### src/rtl/swbus_pkg.sv
package swbus_pkg;

    typedef enum logic [1:0] {
        MODE_SLEEP  = 2'b00,
        MODE_HVWAKE = 2'b01,
        MODE_HSPEED = 2'b10,
        MODE_NORMAL = 2'b11
    } swb_mode_e;

    typedef struct packed {
        swb_mode_e mode;
        logic      tx_en;
        logic      bus_low;
        logic      gnd_ok;
        logic      hv_prev;
    } swb_state_t;

endpackage

### src/rtl/swb_sync.sv
module swb_sync #(
    parameter int W      = 1,
    parameter int STAGES = 2
) (
    input  logic         clk,
    input  logic         rst,
    input  logic [W-1:0] d,
    output logic [W-1:0] q
);
    logic [W-1:0] stg_q [STAGES];

    genvar gi;
    generate
        for (gi = 0; gi < STAGES; gi++) begin : g_stage
            if (gi == 0) begin : g_first
                always_ff @(posedge clk) begin
                    if (rst) stg_q[gi] <= '0;
                    else     stg_q[gi] <= d;
                end
            end else begin : g_next
                always_ff @(posedge clk) begin
                    if (rst) stg_q[gi] <= '0;
                    else     stg_q[gi] <= stg_q[gi-1];
                end
            end
        end
    endgenerate

    assign q = stg_q[STAGES-1];
endmodule

### src/rtl/swb_downcnt.sv
module swb_downcnt #(
    parameter int LOAD_VAL = 16,
    localparam int CW      = $clog2(LOAD_VAL + 1)
) (
    input  logic          clk,
    input  logic          rst,
    input  logic          load,
    input  logic          clr,
    output logic [CW-1:0] value,
    output logic          busy
);
    logic [CW-1:0] cnt_d, cnt_q;

    always_comb begin
        cnt_d = cnt_q;
        if (clr)               cnt_d = '0;
        else if (load)         cnt_d = CW'(LOAD_VAL);
        else if (cnt_q != '0)  cnt_d = cnt_q - 1'b1;
    end

    always_ff @(posedge clk) begin
        if (rst) cnt_q <= '0;
        else     cnt_q <= cnt_d;
    end

    assign value = cnt_q;
    assign busy  = (cnt_q != '0);


    no_underflow_chk: assert property (@(posedge clk) disable iff (rst)
        (!load && !clr && value == '0) |=> (value == '0));
endmodule

### src/rtl/swbus_wake_ctrl.sv
module swbus_wake_ctrl
    import swbus_pkg::*;
#(
    parameter int SYNC_STAGES = 2,
    parameter int WAKE_HOLD   = 1000,
    parameter int RX_LINGER   = 16
) (
    input  logic       clk,
    input  logic       rst,
    input  logic [1:0] mode_pin,
    input  logic       txd,
    input  logic       bus_dom,
    input  logic       bus_hv,
    input  logic       gnd_lost,
    output logic [1:0] op_mode,
    output logic       tx_drive_en,
    output logic       rx_pull_low,
    output logic       reg_ctrl,
    output logic       load_sw_en
);
    localparam int NSYNC = 5;
    localparam int WCW   = $clog2(WAKE_HOLD + 1);
    localparam int RCW   = $clog2(RX_LINGER + 1);

    logic [NSYNC-1:0] raw_in, syn_in;
    logic [1:0]       s_mode;
    logic             s_dom, s_hv, s_gnd;

    assign raw_in = {mode_pin, bus_dom, bus_hv, gnd_lost};

    swb_sync #(.W(NSYNC), .STAGES(SYNC_STAGES)) u_sync (
        .clk (clk),
        .rst (rst),
        .d   (raw_in),
        .q   (syn_in)
    );

    assign {s_mode, s_dom, s_hv, s_gnd} = syn_in;

    swb_state_t st_d, st_q;
    logic       sleep_sel, hv_rise;
    logic       wake_load, rx_load, rx_clr;
    logic       wake_busy, rx_busy;
    logic [WCW-1:0] wake_val;
    logic [RCW-1:0] rx_val;

    swb_downcnt #(.LOAD_VAL(WAKE_HOLD)) u_wake_cnt (
        .clk   (clk),
        .rst   (rst),
        .load  (wake_load),
        .clr   (1'b0),
        .value (wake_val),
        .busy  (wake_busy)
    );

    swb_downcnt #(.LOAD_VAL(RX_LINGER)) u_rx_cnt (
        .clk   (clk),
        .rst   (rst),
        .load  (rx_load),
        .clr   (rx_clr),
        .value (rx_val),
        .busy  (rx_busy)
    );

    always_comb begin
        sleep_sel = (swb_mode_e'(s_mode) == MODE_SLEEP);
        hv_rise   = s_hv && !st_q.hv_prev;
        // host in control, or a fresh wake edge: (re)open the hold-off window
        wake_load = !sleep_sel || hv_rise;
        // in sleep the receiver listens only while a wake is being honoured
        rx_load   = sleep_sel && s_hv && (hv_rise || wake_busy);
        rx_clr    = !sleep_sel;

        st_d         = st_q;
        st_d.mode    = swb_mode_e'(s_mode);
        st_d.tx_en   = !txd && !sleep_sel;
        st_d.bus_low = s_dom || s_hv;
        st_d.gnd_ok  = !s_gnd;
        st_d.hv_prev = s_hv;
    end

    always_ff @(posedge clk) begin
        if (rst) begin
            st_q.mode    <= MODE_SLEEP;
            st_q.tx_en   <= 1'b0;
            st_q.bus_low <= 1'b0;
            st_q.gnd_ok  <= 1'b1;
            st_q.hv_prev <= 1'b0;
        end else begin
            st_q <= st_d;
        end
    end

    assign op_mode     = st_q.mode;
    assign tx_drive_en = st_q.tx_en;
    assign reg_ctrl    = wake_busy;
    assign load_sw_en  = st_q.gnd_ok;
    assign rx_pull_low = ((st_q.mode != MODE_SLEEP) || rx_busy) && st_q.bus_low;


    wake_raises_reg_chk: assert property (@(posedge clk) disable iff (rst)
        $rose(s_hv) |=> reg_ctrl);


    awake_mode_reg_chk: assert property (@(posedge clk) disable iff (rst)
        (op_mode != MODE_SLEEP) |-> reg_ctrl);


    reg_drop_in_sleep_chk: assert property (@(posedge clk) disable iff (rst)
        $fell(reg_ctrl) |-> (op_mode == MODE_SLEEP));


    sleep_no_tx_chk: assert property (@(posedge clk) disable iff (rst)
        (op_mode == MODE_SLEEP) |-> !tx_drive_en);


    gnd_loss_open_chk: assert property (@(posedge clk) disable iff (rst)
        s_gnd |=> !load_sw_en);


    rx_quiet_chk: assert property (@(posedge clk) disable iff (rst)
        (op_mode == MODE_SLEEP && rx_val == '0) |-> !rx_pull_low);
endmodule

### config.mk
export PLATFORM = sky130hd
export DESIGN_NAME = swbus_wake_ctrl
export DESIGN_NICKNAME = d
export VERILOG_FILES = /design/src/rtl/swbus_pkg.sv /design/src/rtl/swb_sync.sv /design/src/rtl/swb_downcnt.sv /design/src/rtl/swbus_wake_ctrl.sv
export SDC_FILE = /design/constraint.sdc
export NUM_CORES = 1
export LEC_CHECK = 0
export ABC_AREA = 1
export BUFFER_PORTS_ARGS = -buffer_cell sky130_fd_sc_hd__buf_2
export CAP_MARGIN = 20
export CORE_AREA = 2 2 53 55
export CTS_BUF_LIST = sky130_fd_sc_hd__clkbuf_16
export DETAILED_ROUTE_END_ITERATION = 7
export DIE_AREA = 0 0 55 57
export PLACE_DENSITY = 0.69
export SLEW_MARGIN = 40
export SYNTH_ARGS = -nofsm -noshare
export SYNTH_HDL_FRONTEND = slang
export SYNTH_SLANG_ARGS = --single-unit
### constraint.sdc
create_clock -name clk -period 2.5 [get_ports clk]
set_input_delay 0.375 -clock clk [delete_from_list [all_inputs] [get_ports clk]]
set_output_delay 0.375 -clock clk [all_outputs]
set_load 0.02 [all_outputs]
==> results.yml <==
outcome:
  status: "finished, final reports clean"
timing:
  setup_viol: 0
  clock.fmax_ghz: 0.480
  tightestPinTransition_ps: 327
  rsz0062_at_grt: "no"
  period_share_pct: 83.3
  maxSlewViolCount: 0
  fin_tns_setup_ps: 0
  relSlewSlack_pct: 78.2
  finalCriticalPeriod_ps: 2080
  finClkSkew_ps: 5.87
  hold_viol_final: 0
logic_synthesis:
  synth-seq-cells: 31
  yosysWarnings: 0
  yosysSeqAreaShare_pct: 49.3
  synthDistinctLibCells: 20
  yosysMostFrequentCell: "nor2_1"
  synth_ff_type: "dfxtp_1"
  yosys.area.top_type_share_pct: 49.3
  synth_area_per_cell_sq_um: 7.46
  synth.area.top_cells: "dfxtp_1 49%, nor2_1 9.8%, inv_1 9.2%, nand2_1 7.1%, nand3_1 5.2%"
  synth_nets: 179
  synth_top_area_cell: "dfxtp_1"
  synth_edf_count: 0
  syn_area_sq_um: 1260
  async_flop_share_pct: 0
  syn_inst: 169
  synth_common_cells: "33 x nor2_1, 31 x dfxtp_1, 31 x inv_1, 24 x nand2_1, 13 x nand3_1"
job:
  drv_cap: 0
clocking:
  insertion_delay_ps: 270
  cts_tree: "done"
  path_clk_slew_ps: 50
  cts-resized-gates: 0
  clock_sinks: 31
  root_buffer: "clkbuf_16"
  cts_buffer_depth: 2
  holdBufCountCts: 0
  numCtsBuffers: 5
  post-cts-setup-buffers: 0
  h-tree-depth: 2
detailed_routing:
  totalWireLength_mm: 2.09
  drc: 0
  num_vias: 988
  ant_nets: 0
  via_per_inst: 4.60
  wire_per_inst_um: 9.72
  initialDrtViolationCount: 19
  first_pass_iters: 4
floorplanning:
  ios: 14
  die_x_um: 55
  die_area_sq_um: 3140
  fp-row-count: 19
  die_h_um: 57
  core_sq_um: 2620
  initial_core_util_pct: 48.2
global_route:
  grt_pass1_vias: 989
  track_usage_pct: 17.6
  grt_max_degree: 22
  grt_overflow: 0
  grt_antenna_before_repair: 0
  grt_pass1_wl_mm: 3.95
critical_path:
  crit_fanout: 7
  crit_required_ps: 2120
  r2r_cells: 8
  r2r-end: "u_rx_cnt.value[0]"
  reg2reg_from: "u_wake_cnt.value[0]"
  timing.reg2reg.setup_slack_ps: 980
  path_class: "reg -> out"
  startpoint_type: "flip-flop"
  cp.arrival_ps: 1710
  end_kind: "output port"
cells_and_area:
  diodes: 0
  fin_util_pct: 55.8
  final_layout_size_suffix_gt1_share_pct: 14.1
  finalNonFillerCells: 215
  final_net_count: 193
  syn2layout_area_growth_pct: 15.8
power:
  vdd_ir_drop_max_v: 0.000847
  power_density_nw_per_um2: 1130
  power.leakage_nw: 0.706
hold_path:
  min_path_cells: 2
  whs_endpoint: "tx_drive_en"
  holdCritPathClass: "in -> reg"
  hp-start: "txd"
placement:
  place.gp.congestion: 0.809
  dpl.hpwl_mm: 1.51
  dp.cells: 207
  port-buffer-count: 13
-- layer usage --
metal / up-vias / routed length [um] / track usage (%)
li1: 536 / - / -
met1: 428 / 928 / 21.2
met2: 18 / 1020 / 27.4
met3: 6 / 94 / 7.07
met4: 0 / 47 / 7.32
met5: - / 0 / 0
-- where the power goes --
part / total [mW] / internal [mW] / switching (mW)
clock network: 0.562 / 0.360 / 0.202
registers: 0.623 / 0.572 / 0.0513
logic: 0.460 / 0.181 / 0.279
-- logic make-up (layout without fill, tap and decap cells) --
family / count (synthesis) / in the layout / synth area share (%)
compound gates: 14 / 14 / 5.96
xor+xnor: 3 / 3 / 2.09
flops: 31 / 31 / 49.3
fa+ha+maj: 2 / 2 / 1.99
simple gates: 82 / 82 / 27.9
buf+inv: 37 / 52 / 12.8
-- layout make-up --
cell class	instances	area, sq um
Timing Repair Buffer	13	65.1
Tap cell	31	38.8
Clock buffer	5	125
Sequential cell	31	621
Fill cell	240	1160
Inverter	31	116
Multi-Input combinational cell	101	478
Clock inverter	3	15.0
-- worst max-delay path, stage by stage (launching register included) --
cell and delay (ps):
dfxtp_1 310, inv_1 90, ha_1 190, nand2_1 80
or2_1 300, o31a_2 310, buf_2 160
-- through the flow --
stage / hold WS [ps] / setup WS, ps / power [mW] / area, sq um
3_3_place_gp: 358 / 800 / 1.06 / 1320
2_1_floorplan: 351 / 870 / 1.05 / 1260
6_report: 262 / 417 / 1.64 / 1460
4_1_cts: 262 / 404 / 1.66 / 1460
5_1_grt: 276 / 325 / 1.78 / 1460
3_5_place_dp: 361 / 700 / 1.09 / 1320
-- state kept, by name, indices dropped and copies added, names as in the netlist --
name,cells
u_sync.stg_q,10
u_wake_cnt.value,10
u_rx_cnt.value,5
op_mode,2
st_q,2
load_sw_en,1
tx_drive_en,1
-- how the worst max path moves through the flow --
| stage | start | endpoint | depth (start not counted) |
|---|---|---|---|
| 2_1_floorplan | u_rx_cnt.value[0] | rx_pull_low | 6 |
| 3_3_place_gp | u_rx_cnt.value[0] | rx_pull_low | 6 |
| 3_5_place_dp | u_rx_cnt.value[0] | rx_pull_low | 6 |
| 4_1_cts | u_rx_cnt.value[0] | rx_pull_low | 6 |
| 5_1_grt | u_rx_cnt.value[0] | rx_pull_low | 6 |
| 6_report | u_rx_cnt.value[0] | rx_pull_low | 6 |
-- layout by cell type, fill, tap and decap left out --
cell type   instances
nor2_1             33
inv_1              31
dfxtp_1            31
nand2_1            24
nand3_1            13
buf_2              13
a21oi_1             9
clkbuf_16           5
o21ai_0             4
nor2_2              3
xor2_1              3
nand2_2             2
or2_0               2
nor3_1              2
ha_1                2
clkinv_1            2
or2_1               1
o31a_2              1
or2_2               1
nand4_1             1
clkinvlp_4          1
No activity file was read; power rests on OpenSTA's default activity.
